### src/rtl/spm_pkg.sv
package spm_pkg;
  typedef enum logic [2:0] {
    OP_NONE, OP_FILL, OP_ERASE, OP_PWRITE, OP_LOCK, OP_RWWEN
  } spm_op_e;

  typedef enum logic {ST_IDLE, ST_FLASH} spm_state_e;

  function automatic spm_op_e spm_decode(input logic [7:0] b);
    spm_op_e op;
    case (b[6:0])
      7'h01:   op = b[7] ? OP_NONE : OP_FILL;
      7'h03:   op = OP_ERASE;
      7'h05:   op = OP_PWRITE;
      7'h09:   op = OP_LOCK;
      7'h11:   op = OP_RWWEN;
      default: op = OP_NONE;
    endcase
    return op;
  endfunction
endpackage

### src/rtl/spm_win_timer.sv
module spm_win_timer #(
  parameter int WINDOW = 4,
  localparam int CNT_W = $clog2(WINDOW + 1)
) (
  input  logic clk,
  input  logic rst,
  input  logic arm,
  input  logic take,
  output logic open,
  output logic last
);
  logic [CNT_W-1:0] cnt;

  always_ff @(posedge clk) begin
    if (rst)              cnt <= '0;
    else if (arm)         cnt <= CNT_W'(WINDOW);
    else if (take)        cnt <= '0;
    else if (cnt != '0)   cnt <= cnt - 1'b1;
  end

  assign open = (cnt != '0);
  assign last = (cnt == CNT_W'(1));

  // once the window is closed it stays closed until the next arm
  p_closed_stays_r2: assert property (@(posedge clk) disable iff (rst)
    (!open && !arm) |=> !open);
endmodule

### src/rtl/spm_page_buf.sv
module spm_page_buf #(
  parameter int PAGE_IDX_W = 3,
  parameter int DATA_W     = 16,
  localparam int WORDS     = 1 << PAGE_IDX_W
) (
  input  logic                  clk,
  input  logic                  rst,
  input  logic                  clear,
  input  logic                  we,
  input  logic [PAGE_IDX_W-1:0] widx,
  input  logic [DATA_W-1:0]     wdata,
  input  logic [PAGE_IDX_W-1:0] ridx,
  output logic [DATA_W-1:0]     rdata
);
  logic [DATA_W-1:0] mem [WORDS];
  logic [WORDS-1:0]  filled;
  logic [DATA_W-1:0] mem_q;
  logic              filled_q;
  logic              wr_ok;

  assign wr_ok = we && !filled[widx];

  always_ff @(posedge clk) begin
    if (wr_ok) mem[widx] <= wdata;
    mem_q <= mem[ridx];
  end

  always_ff @(posedge clk) begin
    if (rst || clear) begin
      filled   <= '0;
      filled_q <= 1'b0;
    end else begin
      if (wr_ok) filled[widx] <= 1'b1;
      filled_q <= filled[ridx];
    end
  end

  assign rdata = filled_q ? mem_q : '1;

  // a slot that holds a word keeps it until clear
  p_fill_once_r8: assert property (@(posedge clk) disable iff (rst)
    (filled[widx] && we && !clear) |=> filled[$past(widx)]);
endmodule

### src/rtl/spm_rd_guard.sv
module spm_rd_guard #(
  parameter int PAGE_NUM_W = 4,
  parameter int DATA_W     = 16,
  parameter int NRWW_BASE  = 12,
  parameter logic [DATA_W-1:0] BAD_WORD = '0,
  localparam logic [PAGE_NUM_W-1:0] NRWW_PG = PAGE_NUM_W'(NRWW_BASE)
) (
  input  logic                  clk,
  input  logic                  rst,
  input  logic                  rd_en,
  input  logic [PAGE_NUM_W-1:0] rd_page,
  input  logic                  busy,
  input  logic [DATA_W-1:0]     arr_rdata,
  output logic [DATA_W-1:0]     rd_data,
  output logic                  rd_viol
);
  logic refuse;
  assign refuse = rd_en && busy && (rd_page < NRWW_PG);

  always_ff @(posedge clk) begin
    if (rst) begin
      rd_viol <= 1'b0;
      rd_data <= '0;
    end else begin
      rd_viol <= refuse;
      rd_data <= refuse ? BAD_WORD : arr_rdata;
    end
  end

  // a refusal only follows a cycle in which the busy flag was up
  p_viol_needs_busy_r10: assert property (@(posedge clk) disable iff (rst)
    rd_viol |-> $past(busy));
endmodule

### src/rtl/spm_seq.sv
module spm_seq
  import spm_pkg::*;
#(
  parameter int PAGE_IDX_W = 3,
  parameter int PAGE_NUM_W = 4,
  parameter int DATA_W     = 16,
  parameter int NRWW_BASE  = 12,
  parameter int WINDOW     = 4,
  parameter logic [DATA_W-1:0] BAD_WORD = 16'hBAD0,
  localparam int ADDR_W    = PAGE_NUM_W + PAGE_IDX_W
) (
  input  logic                  clk,
  input  logic                  rst,
  input  logic                  ctl_we_i,
  input  logic [7:0]            ctl_wdata_i,
  output logic                  en_o,
  input  logic                  spm_stb_i,
  input  logic [ADDR_W-1:0]     spm_addr_i,
  input  logic [DATA_W-1:0]     spm_data_i,
  output logic                  fl_req_o,
  output logic                  fl_erase_o,
  output logic [PAGE_NUM_W-1:0] fl_page_o,
  input  logic                  fl_done_i,
  input  logic [PAGE_IDX_W-1:0] fl_rd_idx_i,
  output logic [DATA_W-1:0]     fl_rd_data_o,
  output logic                  rww_busy_o,
  output logic                  cpu_stall_o,
  output logic                  irq_o,
  output logic [3:0]            lock_o,
  input  logic                  rd_en_i,
  input  logic [ADDR_W-1:0]     rd_addr_i,
  input  logic [DATA_W-1:0]     arr_rdata_i,
  output logic [DATA_W-1:0]     rd_data_o,
  output logic                  rd_viol_o
);
  localparam logic [PAGE_NUM_W-1:0] NRWW_PG = PAGE_NUM_W'(NRWW_BASE);

  spm_state_e state;
  spm_op_e    op_d, cmd_r;
  logic       ie_r;
  logic       arm, take, expire, win_open, win_last;
  logic       buf_we, buf_clr;
  logic [PAGE_NUM_W-1:0] stb_page;

  always_comb op_d = spm_decode(ctl_wdata_i);

  assign stb_page = spm_addr_i[ADDR_W-1:PAGE_IDX_W];
  assign arm    = ctl_we_i && (state == ST_IDLE) &&
                  (op_d inside {OP_FILL, OP_ERASE, OP_PWRITE, OP_LOCK});
  assign take   = en_o && (state == ST_IDLE) && win_open && spm_stb_i && !ctl_we_i;
  assign expire = win_last && !take && !arm;

  spm_win_timer #(.WINDOW(WINDOW)) u_win (
    .clk(clk), .rst(rst), .arm(arm), .take(take),
    .open(win_open), .last(win_last)
  );

  assign buf_we  = take && (cmd_r == OP_FILL);
  assign buf_clr = ((state == ST_FLASH) && fl_done_i && !fl_erase_o) ||
                   (ctl_we_i && (state == ST_IDLE) && (op_d == OP_RWWEN));

  spm_page_buf #(.PAGE_IDX_W(PAGE_IDX_W), .DATA_W(DATA_W)) u_buf (
    .clk(clk), .rst(rst), .clear(buf_clr), .we(buf_we),
    .widx(spm_addr_i[PAGE_IDX_W-1:0]), .wdata(spm_data_i),
    .ridx(fl_rd_idx_i), .rdata(fl_rd_data_o)
  );

  spm_rd_guard #(.PAGE_NUM_W(PAGE_NUM_W), .DATA_W(DATA_W),
                 .NRWW_BASE(NRWW_BASE), .BAD_WORD(BAD_WORD)) u_guard (
    .clk(clk), .rst(rst), .rd_en(rd_en_i),
    .rd_page(rd_addr_i[ADDR_W-1:PAGE_IDX_W]), .busy(rww_busy_o),
    .arr_rdata(arr_rdata_i), .rd_data(rd_data_o), .rd_viol(rd_viol_o)
  );

  always_ff @(posedge clk) begin
    if (rst) begin
      state       <= ST_IDLE;
      cmd_r       <= OP_NONE;
      ie_r        <= 1'b0;
      en_o        <= 1'b0;
      irq_o       <= 1'b0;
      fl_req_o    <= 1'b0;
      fl_erase_o  <= 1'b0;
      fl_page_o   <= '0;
      rww_busy_o  <= 1'b0;
      cpu_stall_o <= 1'b0;
      lock_o      <= 4'b1111;
    end else begin
      irq_o <= ie_r && !en_o;
      if (ctl_we_i) ie_r <= ctl_wdata_i[7];
      case (state)
        ST_IDLE: begin
          if (ctl_we_i) begin
            en_o  <= arm;
            cmd_r <= op_d;
            if (op_d == OP_RWWEN) rww_busy_o <= 1'b0;
          end else if (take) begin
            case (cmd_r)
              OP_FILL: en_o <= 1'b0;
              OP_LOCK: begin
                lock_o <= lock_o & spm_data_i[5:2];
                en_o   <= 1'b0;
              end
              OP_ERASE, OP_PWRITE: begin
                state      <= ST_FLASH;
                fl_req_o   <= 1'b1;
                fl_erase_o <= (cmd_r == OP_ERASE);
                fl_page_o  <= stb_page;
                if (stb_page >= NRWW_PG) cpu_stall_o <= 1'b1;
                else                     rww_busy_o  <= 1'b1;
              end
              default: en_o <= 1'b0;
            endcase
          end else if (expire) begin
            en_o <= 1'b0;
          end
        end
        ST_FLASH: begin
          if (fl_done_i) begin
            state       <= ST_IDLE;
            fl_req_o    <= 1'b0;
            cpu_stall_o <= 1'b0;
            en_o        <= 1'b0;
          end
        end
        default: state <= ST_IDLE;
      endcase
    end
  end

  // request is held until the array reports done
  p_req_hold_r3: assert property (@(posedge clk) disable iff (rst)
    (fl_req_o && !fl_done_i) |=> fl_req_o);
  // enable stays up for the whole operation
  p_en_during_op_r3: assert property (@(posedge clk) disable iff (rst)
    fl_req_o |-> en_o);
  // busy flag survives everything except a re-enable write
  p_busy_sticky_r4: assert property (@(posedge clk) disable iff (rst)
    (rww_busy_o && !(ctl_we_i && op_d == OP_RWWEN)) |=> rww_busy_o);
  // stall only during an operation on the no-read-while-write region
  p_stall_nrww_r5: assert property (@(posedge clk) disable iff (rst)
    cpu_stall_o |-> (fl_req_o && fl_page_o >= NRWW_PG));
  // interrupt is quiet while an operation runs
  p_irq_quiet_r6: assert property (@(posedge clk) disable iff (rst)
    fl_req_o |-> !irq_o);
  // lock bits never move back toward unprotected
  p_lock_mono_r7: assert property (@(posedge clk) disable iff (rst)
    (lock_o & ~$past(lock_o)) == 4'b0000);
endmodule

### config.mk
export PLATFORM = sky130hd
export DESIGN_NAME = spm_seq
export DESIGN_NICKNAME = d
export VERILOG_FILES = /design/src/rtl/spm_pkg.sv /design/src/rtl/spm_win_timer.sv /design/src/rtl/spm_page_buf.sv /design/src/rtl/spm_rd_guard.sv /design/src/rtl/spm_seq.sv
export SDC_FILE = /design/constraint.sdc
export NUM_CORES = 1
export LEC_CHECK = 0
export ABC_AREA = 0
export ABC_CLOCK_PERIOD_IN_PS = 12780
export BUFFER_PORTS_ARGS = -buffer_cell sky130_fd_sc_hd__clkbuf_2
export CAP_MARGIN = 0
export CORE_MARGIN = 2
export CORE_UTILIZATION = 35
export CTS_BUF_LIST = sky130_fd_sc_hd__clkbuf_16
export DETAILED_ROUTE_END_ITERATION = 10
export GPL_ROUTABILITY_DRIVEN = 0
export HOLD_SLACK_MARGIN = 0.12
export PLACE_DENSITY = 0.61
export SLEW_MARGIN = 10
export SYNTH_ARGS = -nofsm -noshare
export SYNTH_HDL_FRONTEND = slang
export SYNTH_HIERARCHICAL = 1
export SYNTH_SLANG_ARGS = --single-unit
### constraint.sdc
create_clock -name clk -period 12.78 [get_ports clk]
set_clock_uncertainty 0.1 [all_clocks]
set_input_delay 3.195 -clock clk [delete_from_list [all_inputs] [get_ports clk]]
set_output_delay 3.195 -clock clk [all_outputs]
set_load 0.05 [all_outputs]
==> results of run 1 <==
## logic make-up after synthesis
logic type | Yosys count
AOI/OAI and AO/OA | 39
and+or+nand+nor | 98
DFF | 192
adders and majority gates | 4
buffers and inverters | 34
xor gates and xnor gates | 3
muxes | 57
## critical path: stages
cell and delay [ns]:
clkbuf_2 0.17, nor3_1 0.53, nor4b_1 0.45, nand2_1 0.40, nor3_4 0.94
## area by class of cell
type / instances / area share (%)
inverter: 17 / 0.729
timing repair buffer: 106 / 6.12
sequential: 192 / 58.6
clock inverter: 14 / 1.59
clock buffer: 17 / 4.86
multi-input combinational: 201 / 24.2
tap: 275 / 3.93
## sequential cells by signal, summed over array words and instances, names as in the netlist, 3 cells and up
signal           cells
u_buf/mem_q         16
u_buf/filled         8
lock_o               4
u_buf/mem          128
u_win/cnt            3
cmd_r                3
u_guard/rd_data     16
fl_page_o            4
## layer usage
layer  wire length (um)  vias up  track usage (%)  part of all wire [%]
met3                835       14             4.80                   5.7
met1               6560     2017             17.3                    45
met5                  0        -                0                     0
met2               7150      139             22.8                    49
met4                130        0             3.67                  0.89
li1                   -     1872                -                     -
## final timing paths
kind | end | slack [ns] | cells past startpoint
worst min register to register | cmd_r[0] | 0.38 | 2
worst min-delay path | cmd_r[0] | 0.38 | 2
worst max-delay path | u_buf/mem[3][2] | 7.02 | 5
worst max register to register | u_buf/mem[3][2] | 8.99 | 8
## power by group through the flow
stage	logic, W	clock network, W	registers (W)
2_1_floorplan	0.0000600	0	0.000701
3_3_place_gp	0.0000964	0	0.000692
3_5_place_dp	0.000102	0	0.000693
4_1_cts	0.000103	0.000521	0.000679
5_1_grt	0.000111	0.000547	0.000680
6_report	0.000101	0.000509	0.000679
## layout by cell type (no fill, tap or decap), types with 2 or more instances in the layout
cell type	n
nand4_1	3
buf_4	2
nand2b_1	22
nand3_2	2
nor3_1	3
inv_6	4
nand2_1	8
and2_1	8
a21oi_1	15
nor2_1	25
mux2_2	16
o22a_1	4
dfxtp_1	64
nor3b_1	3
mux4_2	4
nand3b_1	2
o21ai_0	2
mux4_1	29
edfxtp_1	128
clkbuf_16	17
nand4b_1	2
xor2_1	2
bufinv_16	2
ha_1	3
o21a_1	8
a32oi_1	2
clkinvlp_4	2
nor3_4	6
clkinv_1	3
mux2i_1	8
clkbuf_2	104
nand3_1	2
nor4_2	2
inv_1	18
## stage by stage
stage	std cells	utilization (%)	total power, W	instance area, um2
finish	822	42.0	0.00129	8750
detailed placement	791	39.3	0.000794	8190
floorplan	427	-	0.000761	7360
CTS	822	42.0	0.00130	8750
global route	822	42.0	0.00134	8750
global placement	791	39.3	0.000788	8190
==> implementation parameters, run 1 <==
Parameter                              Value

Worst setup path
  CP Max Fanout ... 16
  Crit. Startpoint ... ctl_we_i
  Critical path arrival ... 5.70 ns
  Category of the critical setup timing path ... primary input to flip-flop
  Startpoint type of the worst setup path ... primary input
  Required time of the critical path ... 12.72 ns
  Startpoint of the lowest-slack register-to-register path ... u_win/cnt[0]
  CP endpoint kind ... flip-flop

Synthesis
  Post-synthesis net count ... about 490
  Dominant combinational cell family by area after synthesis ... multiplexers
  Post-synthesis async set-or-reset flop share ... 0%
  Adder-cell share of the synthesized area ... 0.646%
  Multiplexer share of the synthesized area ... 15.1%
  Largest area contributor in the synthesized netlist ... edfxtp_1
  Largest cells by area after synthesis ... edfxtp_1, dfxtp_1, mux4_1, mux2_2, nand2b_1
  Top cell type's share of synthesized area ... a little over half
  Portion of the post-synthesis area used by sequential elements ... a little over two thirds
  Count of state elements after synthesis ... 192
  Cell variety after synth ... 54
  Ys flop type ... edfxtp_1
  Cells after synthesis ... 427
  Synthesized-area fraction occupied by and/or/nand/nor cells ... 7.70%
  Library cell with the highest instance count after synthesis ... edfxtp_1
  Top cell types by occurrence after synthesis ... edfxtp_1, dfxtp_1, mux4_1, nor2_1, nand2b_1
  Netlist Area Pre-Place ... 7360 um2
  Avg Cell Area, Syn ... around 17 um2
  Xor/xnor cell area share of the yosys netlist ... 0.357%
  Count of flip-flops with a built-in enable after synthesis ... roughly 130
  Count of synthesis-stage warnings from yosys ... 6
  Area fraction in compound gates after synthesis ... 3.89%

STA
  Slew margin rel. ... 21.1%
  TNS Setup ... 0 ns
  Final Max Slew Viols ... 0
  Setup violations, final ... 0
  Final worst path period need ... 5.76 ns
  Share of the cycle needed by the critical path after routing ... 45.1%
  Measured slew at the worst slew-check pin ... 1.18 ns
  Final hold slack ... 0.378 ns
  Post-route setup slack ... 7.02 ns
  Final Hold Violating Endpoints ... 0
  RSZ-0062 raised after global routing ... false
  FMAX ... 174 MHz

Worst hold path
  Hold wc startpoint ... cmd_r[0]
  Worst min path class ... flip-flop to flip-flop

Clock tree
  Cell at the root of the clock tree ... clkbuf_16
  Largest buffer count on any clock path ... 2
  # clock sinks ... 192
  Count of cells resized by post-cts repair ... 0
  H-tree depth reported by CTS ... 4
  Post-CTS setup-driven buffer insertion count ... 0
  TritonCTS buffer count ... 17
  Clock tree from TritonCTS ... done
  Clk slew on worst S/H paths ... about 0.06 ns
  Clock latency at the later pin of the worst-skew pair ... 0.43 ns
  Number of buffers inserted by hold repair at cts ... 0

Drt
  DRC errors left ... 0
  Count of vias placed by the detailed router ... 4042
  Routed via count divided by cell count ... 4.92
  Initial DRC Count ... ~160
  DRT antenna net count ... 0
  Sum of routed wire length over all layers ... roughly 15000 um
  First-pass DRT Iterations ... 4
  Average detailed-routed wire length per instance ... 17.9 um

Finish
  Storage cell area ... between 5000 and 6000 um2
  Layout cells sized above 1 ... 31.4%
  Final #Nets ... 601
  Number of fill cells ... roughly 1900
  Synth-to-layout area growth ... 19.0%
  Diode count ... 0
  Multi-input gate area ... approximately 2100 um2

Floorplan
  Vert. Die Dim ... 149 um
  Die area ... 22200 um2
  Num rows ... between 50 and 60
  Initial cell density of the core ... 35.3%
  Overall die width ... roughly 150 um
  Boundary Pins ... 110
  Area inside the core boundary ... 20800 um2

Global routing
  Overflow left after global routing ... 0
  Number of global-route vias before repair ... 4108
  Global-route wire length before repair ... between 20000 and 25000 um
  Initial antenna violation count ... 0
  Largest net degree at the start of global routing ... 36
  Overall Global Routing Usage ... between 10 and 15%

Run
  Max capacitance violation total ... 0

Pwr
  Clock Power Share ... roughly two fifths
  Static leakage ... 3.14 nW
  Maximum vdd drop ... 88.7 uV
  Total net switching power ... approximately 0.00029 W
  Internal power summed over all cells ... between 0.0009 and 0.001 W
  Power density over the cells ... 147 nW/um2
  Switching share of power ... between 20% and 30%
  Sequential cell fraction of total power ... 52.7%
  Part of the power in combinational logic ... 7.9%

Placement
  DP HPWL ... 9140 um
  Place WS ... 6.59 ns
  Buffers added on ports ... about 100

Status
  Status ... complete, no violations
(Power assumes the default switching activity.)
==> run 2: changes to the inputs <==
--- a/config.mk
+++ b/config.mk
@@ -6,7 +6,7 @@
 export NUM_CORES = 1
 export LEC_CHECK = 0
 export ABC_AREA = 0
-export ABC_CLOCK_PERIOD_IN_PS = 12780
+export ABC_CLOCK_PERIOD_IN_PS = 5250
 export BUFFER_PORTS_ARGS = -buffer_cell sky130_fd_sc_hd__clkbuf_2
 export CAP_MARGIN = 0
 export CORE_MARGIN = 2
@@ -15,7 +15,7 @@
 export DETAILED_ROUTE_END_ITERATION = 10
 export GPL_ROUTABILITY_DRIVEN = 0
 export HOLD_SLACK_MARGIN = 0.12
-export PLACE_DENSITY = 0.61
+export PLACE_DENSITY = 0.63
 export SLEW_MARGIN = 10
 export SYNTH_ARGS = -nofsm -noshare
 export SYNTH_HDL_FRONTEND = slang
==> constraint.sdc (replaced) <==
create_clock -name clk -period 5.25 [get_ports clk]
set_clock_uncertainty 0.1 [all_clocks]
set_input_delay 1.3125 -clock clk [delete_from_list [all_inputs] [get_ports clk]]
set_output_delay 1.3125 -clock clk [all_outputs]
set_load 0.05 [all_outputs]
==> implementation parameters, run 2 (same netlist as run 1, synthesis figures left out) <==
Parameter                              Value

Status
  Status ... complete, no violations

STA
  Final worst path period need ... 3.37 ns
  Final Max Slew Viols ... 0 (unchanged)
  Final Hold Violating Endpoints ... 0 (unchanged)
  Slew margin rel. ... 39.5% (+18 points)
  TNS Setup ... 0 ns (unchanged)
  RSZ-0062 raised after global routing ... false
  Share of the cycle needed by the critical path after routing ... 64.3%
  Final hold slack ... 0.380 ns (+0.00238 ns)
  Measured slew at the worst slew-check pin ... 0.907 ns (-0.277 ns)
  FMAX ... 296 MHz
  Setup violations, final ... 0 (unchanged)

Global routing
  Largest net degree at the start of global routing ... 34 (-5.6%)
  Global-route wire length before repair ... 22400 um (-0.86%)
  Overflow left after global routing ... 0 (unchanged)
  Overall Global Routing Usage ... 13.4% (-0.36 points)
  Number of global-route vias before repair ... 4145 (+0.90%)
  Initial antenna violation count ... 0 (unchanged)

Worst setup path
  Startpoint type of the worst setup path ... primary input
  Required time of the critical path ... 5.25 ns (-7.47 ns)
  Critical path arrival ... 3.37 ns (-2.33 ns)
  CP Max Fanout ... 16 (unchanged)
  Category of the critical setup timing path ... primary input to flip-flop
  CP endpoint kind ... flip-flop

Floorplan
  Num rows ... 53 (unchanged)
  Initial cell density of the core ... 35.3% (unchanged)
  Boundary Pins ... 110 (unchanged)
  Area inside the core boundary ... 20800 um2 (unchanged)
  Overall die width ... 149 um (unchanged)
  Vert. Die Dim ... 149 um (unchanged)
  Die area ... 22200 um2 (unchanged)

Finish
  Final instance area ... 8770 um2 (+0.20%)
  Number of cells in the finished layout apart from fillers ... 831 (+1.1%)
  Largest register by flop count ... u_buf/mem
  Number of fill cells ... 1893 (-1.1%)
  Max FFs per register ... 128 (unchanged)
  Regs by FF count ... u_buf/mem x128, u_buf/mem_q x16, u_guard/rd_data x16
  Layout cells sized above 1 ... 32.7% (+1.3 points)
  Final design utilization ... 42.1% (+0.084 points)
  Diode count ... 0 (unchanged)
  Storage cell area ... 5120 um2 (unchanged)
  Multi-input gate area ... 2080 um2 (-1.8%)
  Most common library cell in the layout ignoring fill and taps ... edfxtp_1
  Synth-to-layout area growth ... 19.2%
  Commonest cells after routing, fill and taps aside ... edfxtp_1, clkbuf_2, dfxtp_1
  Final #Nets ... 609 (+1.3%)

Clock tree
  TritonCTS buffer count ... 17 (unchanged)
  Clock latency at the later pin of the worst-skew pair ... 0.42 ns (about the same)
  Largest buffer count on any clock path ... 2 (unchanged)
  Clock tree from TritonCTS ... done
  # clock sinks ... 192 (unchanged)
  Clk slew on worst S/H paths ... 0.07 ns (about the same)
  Cell at the root of the clock tree ... clkbuf_16
  Number of buffers inserted by hold repair at cts ... 0 (unchanged)
  Count of cells resized by post-cts repair ... 0 (unchanged)
  Post-CTS setup-driven buffer insertion count ... 0 (unchanged)
  H-tree depth reported by CTS ... 4 (unchanged)

Pwr
  Internal power summed over all cells ... 0.00239 W (+140%)
  Total net switching power ... 0.000728 W (+150%)
  Switching share of power ... 23.3% (+0.77 points)
  Static leakage ... 3.18 nW (+1.2%)
  Clock Power Share ... 39.3% (-0.2 points)
  Maximum vdd drop ... 231 uV (+160%)
  Sequential cell fraction of total power ... 52.9% (+0.2 points)
  Part of the power in combinational logic ... 7.8% (about the same)
  Power density over the cells ... 356 nW/um2 (+140%)

Drt
  Initial DRC Count ... 204 (+32%)
  Average detailed-routed wire length per instance ... 16.9 um (-5.3%)
  Sum of routed wire length over all layers ... 14000 um (-4.3%)
  DRT antenna net count ... 0 (unchanged)
  Routed via count divided by cell count ... 4.85 (-1.4%)
  Count of vias placed by the detailed router ... 4028 (-0.35%)
  First-pass DRT Iterations ... 4 (unchanged)
  DRC errors left ... 0 (unchanged)

Placement
  Cell count after placement ... 799 (+1.0%)
  DP HPWL ... 9010 um (-1.5%)
  Total cell area at the placement stage ... 8210 um2 (+0.28%)
  Buffers added on ports ... 104 (unchanged)

Run
  Max capacitance violation total ... 0 (unchanged)

Worst hold path
  Worst min path class ... flip-flop to flip-flop
-- run 2: routing by layer --
metal  GRT usage, %  wire length, um  vias to the layer above
met3           3.91              859                       15
met5              0                0                        -
met1           17.1             6230                     1998
met2           22.0             6800                      127
li1               -                -                     1888
met4           4.48              159                        0
-- run 2: layout make-up --
cell class              count  share of cell area, %
flip-flops and latches    192                   58.4
multi-input cells         201                   23.7
repair buffers            114                   6.79
clock buffers              17                   4.85
well taps                 275                   3.92
clock inverters            15                   1.53
inverters                  17                  0.728
-- run 2: power groups by stage --
stage	Sequential, W	Clock (W)	Combinational (W)
after floorplan	0.00171	0	0.000146
after global placement	0.00168	0	0.000234
after detailed placement	0.00169	0	0.000245
after CTS	0.00165	0.00125	0.000246
after global routing	0.00165	0.00131	0.000266
final	0.00165	0.00122	0.000243
-- run 2: path summary, 6_finish.rpt --
path / from / slack [ns] / cells past startpoint / endpoint
setup / recovery: ctl_we_i / 1.88 / 6 / u_buf/mem[1][6]
setup reg to reg: u_win/cnt[0] / 1.95 / 9 / u_buf/mem[1][6]
hold reg to reg: ie_r / 0.38 / 1 / irq_o
hold / removal: ie_r / 0.38 / 1 / irq_o
-- run 2: worst max-delay path, stage by stage --
cell,delay [ns]
clkbuf_2,0.17
nor3_1,0.57
nor4b_1,0.42
nand2_1,0.31
nor4_2,0.22
buf_4,0.36
-- run 2: metrics by stage --
| step | worst slack [ns] | power, W |
|---|---|---|
| CTS | 1.89 | 0.00315 |
| global placement | 1.52 | 0.00192 |
| finish | 1.88 | 0.00312 |
| floorplan | 0.724 | 0.00185 |
| detailed placement | 1.46 | 0.00193 |
| global route | 1.72 | 0.00323 |
==> run 3: changes to the inputs <==
--- a/config.mk
+++ b/config.mk
@@ -6,7 +6,7 @@
 export NUM_CORES = 1
 export LEC_CHECK = 0
 export ABC_AREA = 0
-export ABC_CLOCK_PERIOD_IN_PS = 5250
+export ABC_CLOCK_PERIOD_IN_PS = 3100
 export BUFFER_PORTS_ARGS = -buffer_cell sky130_fd_sc_hd__clkbuf_2
 export CAP_MARGIN = 0
 export CORE_MARGIN = 2
==> constraint.sdc (replaced) <==
create_clock -name clk -period 3.1 [get_ports clk]
set_clock_uncertainty 0.1 [all_clocks]
set_input_delay 0.775 -clock clk [delete_from_list [all_inputs] [get_ports clk]]
set_output_delay 0.775 -clock clk [all_outputs]
set_load 0.05 [all_outputs]
==> implementation parameters, run 3 (same netlist as run 1, synthesis figures left out) <==
Parameter                              Value

Finish
  Number of fill cells ... 1892 (-0.053%)
  Max FFs per register ... 128 (unchanged)
  Most common library cell in the layout ignoring fill and taps ... edfxtp_1
  Largest register by flop count ... u_buf/mem
  Storage cell area ... 5120 um2 (unchanged)
  Multi-input gate area ... 2110 um2 (+1.4%)
  Synth-to-layout area growth ... 21.5%
  Number of cells in the finished layout apart from fillers ... 839 (+0.96%)
  Regs by FF count ... u_buf/mem x128, u_buf/mem_q x16, u_guard/rd_data x16
  Commonest cells after routing, fill and taps aside ... edfxtp_1, clkbuf_2, dfxtp_1
  Final design utilization ... 42.9% (+0.83 points)
  Diode count ... 0 (unchanged)
  Layout cells sized above 1 ... 34.8% (+2.0 points)
  Final #Nets ... 617 (+1.3%)

Worst setup path
  Critical path arrival ... 2.83 ns (-0.54 ns)
  Category of the critical setup timing path ... flip-flop to flip-flop
  CP endpoint kind ... flip-flop
  CP peak stage delay ... 0.39 ns (-0.18 ns)
  Total buffers and inverters traversed by the critical path ... 2 (unchanged)
  Crit. Startpoint ... u_win/cnt[0]
  Startpoint of the lowest-slack register-to-register path ... u_win/cnt[0]
  Cell family with the largest share of critical-path delay ... simple AND/OR/NAND/NOR gates
  CP Max Fanout ... 10 (-6)
  Startpoint type of the worst setup path ... flip-flop
  Reg2reg end ... u_buf/mem[5][6]
  Required time of the critical path ... 3.12 ns (-2.13 ns)
  Worst path slowest cell ... nor4b_2
  Reg2Reg Depth ... 9 (unchanged)
  Crit path cell chain ... inv_1, ha_1, nand2b_1, nand3_2, nor3_1, nor4b_2, nand2_2, nor3_2, buf_4
  Worst R2R Setup Slack ... 0.30 ns (-1.65 ns)

Pwr
  Maximum vdd drop ... 390 uV (+69%)
  Power density over the cells ... 600 nW/um2 (+69%)
  Static leakage ... 3.26 nW (+2.4%)

Status
  Status ... complete, no violations

STA
  Measured slew at the worst slew-check pin ... 0.693 ns (-0.214 ns)
  TNS Setup ... 0 ns (unchanged)
  FMAX ... 357 MHz
  Setup violations, final ... 0 (unchanged)
  RSZ-0062 raised after global routing ... false
  Share of the cycle needed by the critical path after routing ... 90.4%
  Final Max Slew Viols ... 0 (unchanged)
  Slew margin rel. ... 53.5% (+14 points)
  Final worst path period need ... about 2.8 ns
  Final Hold Violating Endpoints ... 0 (unchanged)

Clock tree
  Largest buffer count on any clock path ... 2 (unchanged)
  TritonCTS buffer count ... 17 (unchanged)
  Cell at the root of the clock tree ... clkbuf_16
  H-tree depth reported by CTS ... 4 (unchanged)
  Clk slew on worst S/H paths ... 0.07 ns (about the same)
  Clock latency at the later pin of the worst-skew pair ... 0.43 ns (about the same)
  Clock tree from TritonCTS ... done
  Count of cells resized by post-cts repair ... 0 (unchanged)
  Number of buffers inserted by hold repair at cts ... 0 (unchanged)
  Post-CTS setup-driven buffer insertion count ... 0 (unchanged)
  # clock sinks ... 192 (unchanged)

Drt
  Routed via count divided by cell count ... 4.85 (about the same)
  Average detailed-routed wire length per instance ... 17.1 um (+1.2%)
  Sum of routed wire length over all layers ... 14400 um (+2.2%)
  Initial DRC Count ... 175 (-14%)
  First-pass DRT Iterations ... 4 (unchanged)
  Count of vias placed by the detailed router ... 4068 (+0.99%)
  DRT antenna net count ... 0 (unchanged)
  DRC errors left ... 0 (unchanged)

Floorplan
  Vert. Die Dim ... 149 um (unchanged)
  Overall die width ... 149 um (unchanged)
  Area inside the core boundary ... 20800 um2 (unchanged)
  Die area ... 22200 um2 (unchanged)
  Initial cell density of the core ... 35.3% (unchanged)
  Boundary Pins ... 110 (unchanged)
  Num rows ... 53 (unchanged)

Global routing
  Largest net degree at the start of global routing ... 34 (unchanged)
  Overflow left after global routing ... 0 (unchanged)
  Overall Global Routing Usage ... 13.5% (+0.14 points)
  Global-route wire length before repair ... 22400 um (+0.34%)
  Initial antenna violation count ... 0 (unchanged)
  Number of global-route vias before repair ... 4153 (+0.19%)

Worst hold path
  Worst min path class ... flip-flop to flip-flop
  Number of stages on the worst hold path ... 2 (+1)
  Hold wc startpoint ... cmd_r[0]
  Hold EP ... cmd_r[0]

Placement
  DP HPWL ... 9500 um (+5.5%)
  Buffers added on ports ... 104 (unchanged)
  Cell count after placement ... 807 (+1.0%)

Run
  Max capacitance violation total ... 0 (unchanged)
==> run 3: metrics by stage <==
stage                     instance area, um2  hold slack [ns]  setup slack (ns)  total power [W]
after floorplan                         7380            0.350            -0.467          0.00314
after global placement                  8340            0.365             0.226          0.00325
after detailed placement                8340            0.371             0.137          0.00327
after CTS                               8930            0.386             0.121          0.00544
after global routing                    8940            0.404            0.0379          0.00559
final                                   8940            0.381             0.297          0.00537
==> run 3: cell type report <==
type | instances | area share, %
Sequential cell | 192 | 57.3
Multi-Input combinational cell | 201 | 23.6
Timing Repair Buffer | 122 | 7.89
Clock buffer | 17 | 4.76
Tap cell | 275 | 3.85
Clock inverter | 15 | 1.87
Inverter | 17 | 0.714
==> run 3: layer usage <==
| layer | global-route usage [%] | routed length [um] | up-vias |
|---|---|---|---|
| met5 | 0 | 0 | - |
| met4 | 4.81 | 184 | 0 |
| met3 | 3.76 | 940 | 18 |
| met2 | 23.2 | 7320 | 133 |
| met1 | 16.4 | 5910 | 2013 |
| li1 | - | - | 1904 |
==> run 3: worst max-delay path by stage <==
stage | end | slack (ns) | cells after the start
2_1_floorplan | u_buf/mem[3][0] | -0.47 | 5
3_3_place_gp | u_buf/mem[1][1] | 0.23 | 6
3_5_place_dp | u_buf/mem[5][9] | 0.14 | 9
4_1_cts | u_buf/mem[5][6] | 0.12 | 9
5_1_grt | u_buf/mem[6][1] | 0.04 | 9
6_report | u_buf/mem[5][6] | 0.30 | 9
==> run 3: power by group <==
group / switching [W] / internal, W / leakage [nW] / total [W]
Clock: 0.00106 / 0.00110 / 0.290 / 0.00216
Sequential: 0.0000212 / 0.00277 / 1.68 / 0.00279
Combinational: 0.000257 / 0.000164 / 1.29 / 0.000421
==> run 3: worst register-to-register path: stages, from the launching register on <==
cell	delay [ns]
dfxtp_1	0.38
inv_1	0.08
ha_1	0.21
nand2b_1	0.20
nand3_2	0.15
nor3_1	0.24
nor4b_2	0.39
nand2_2	0.23
nor3_2	0.24
buf_4	0.26
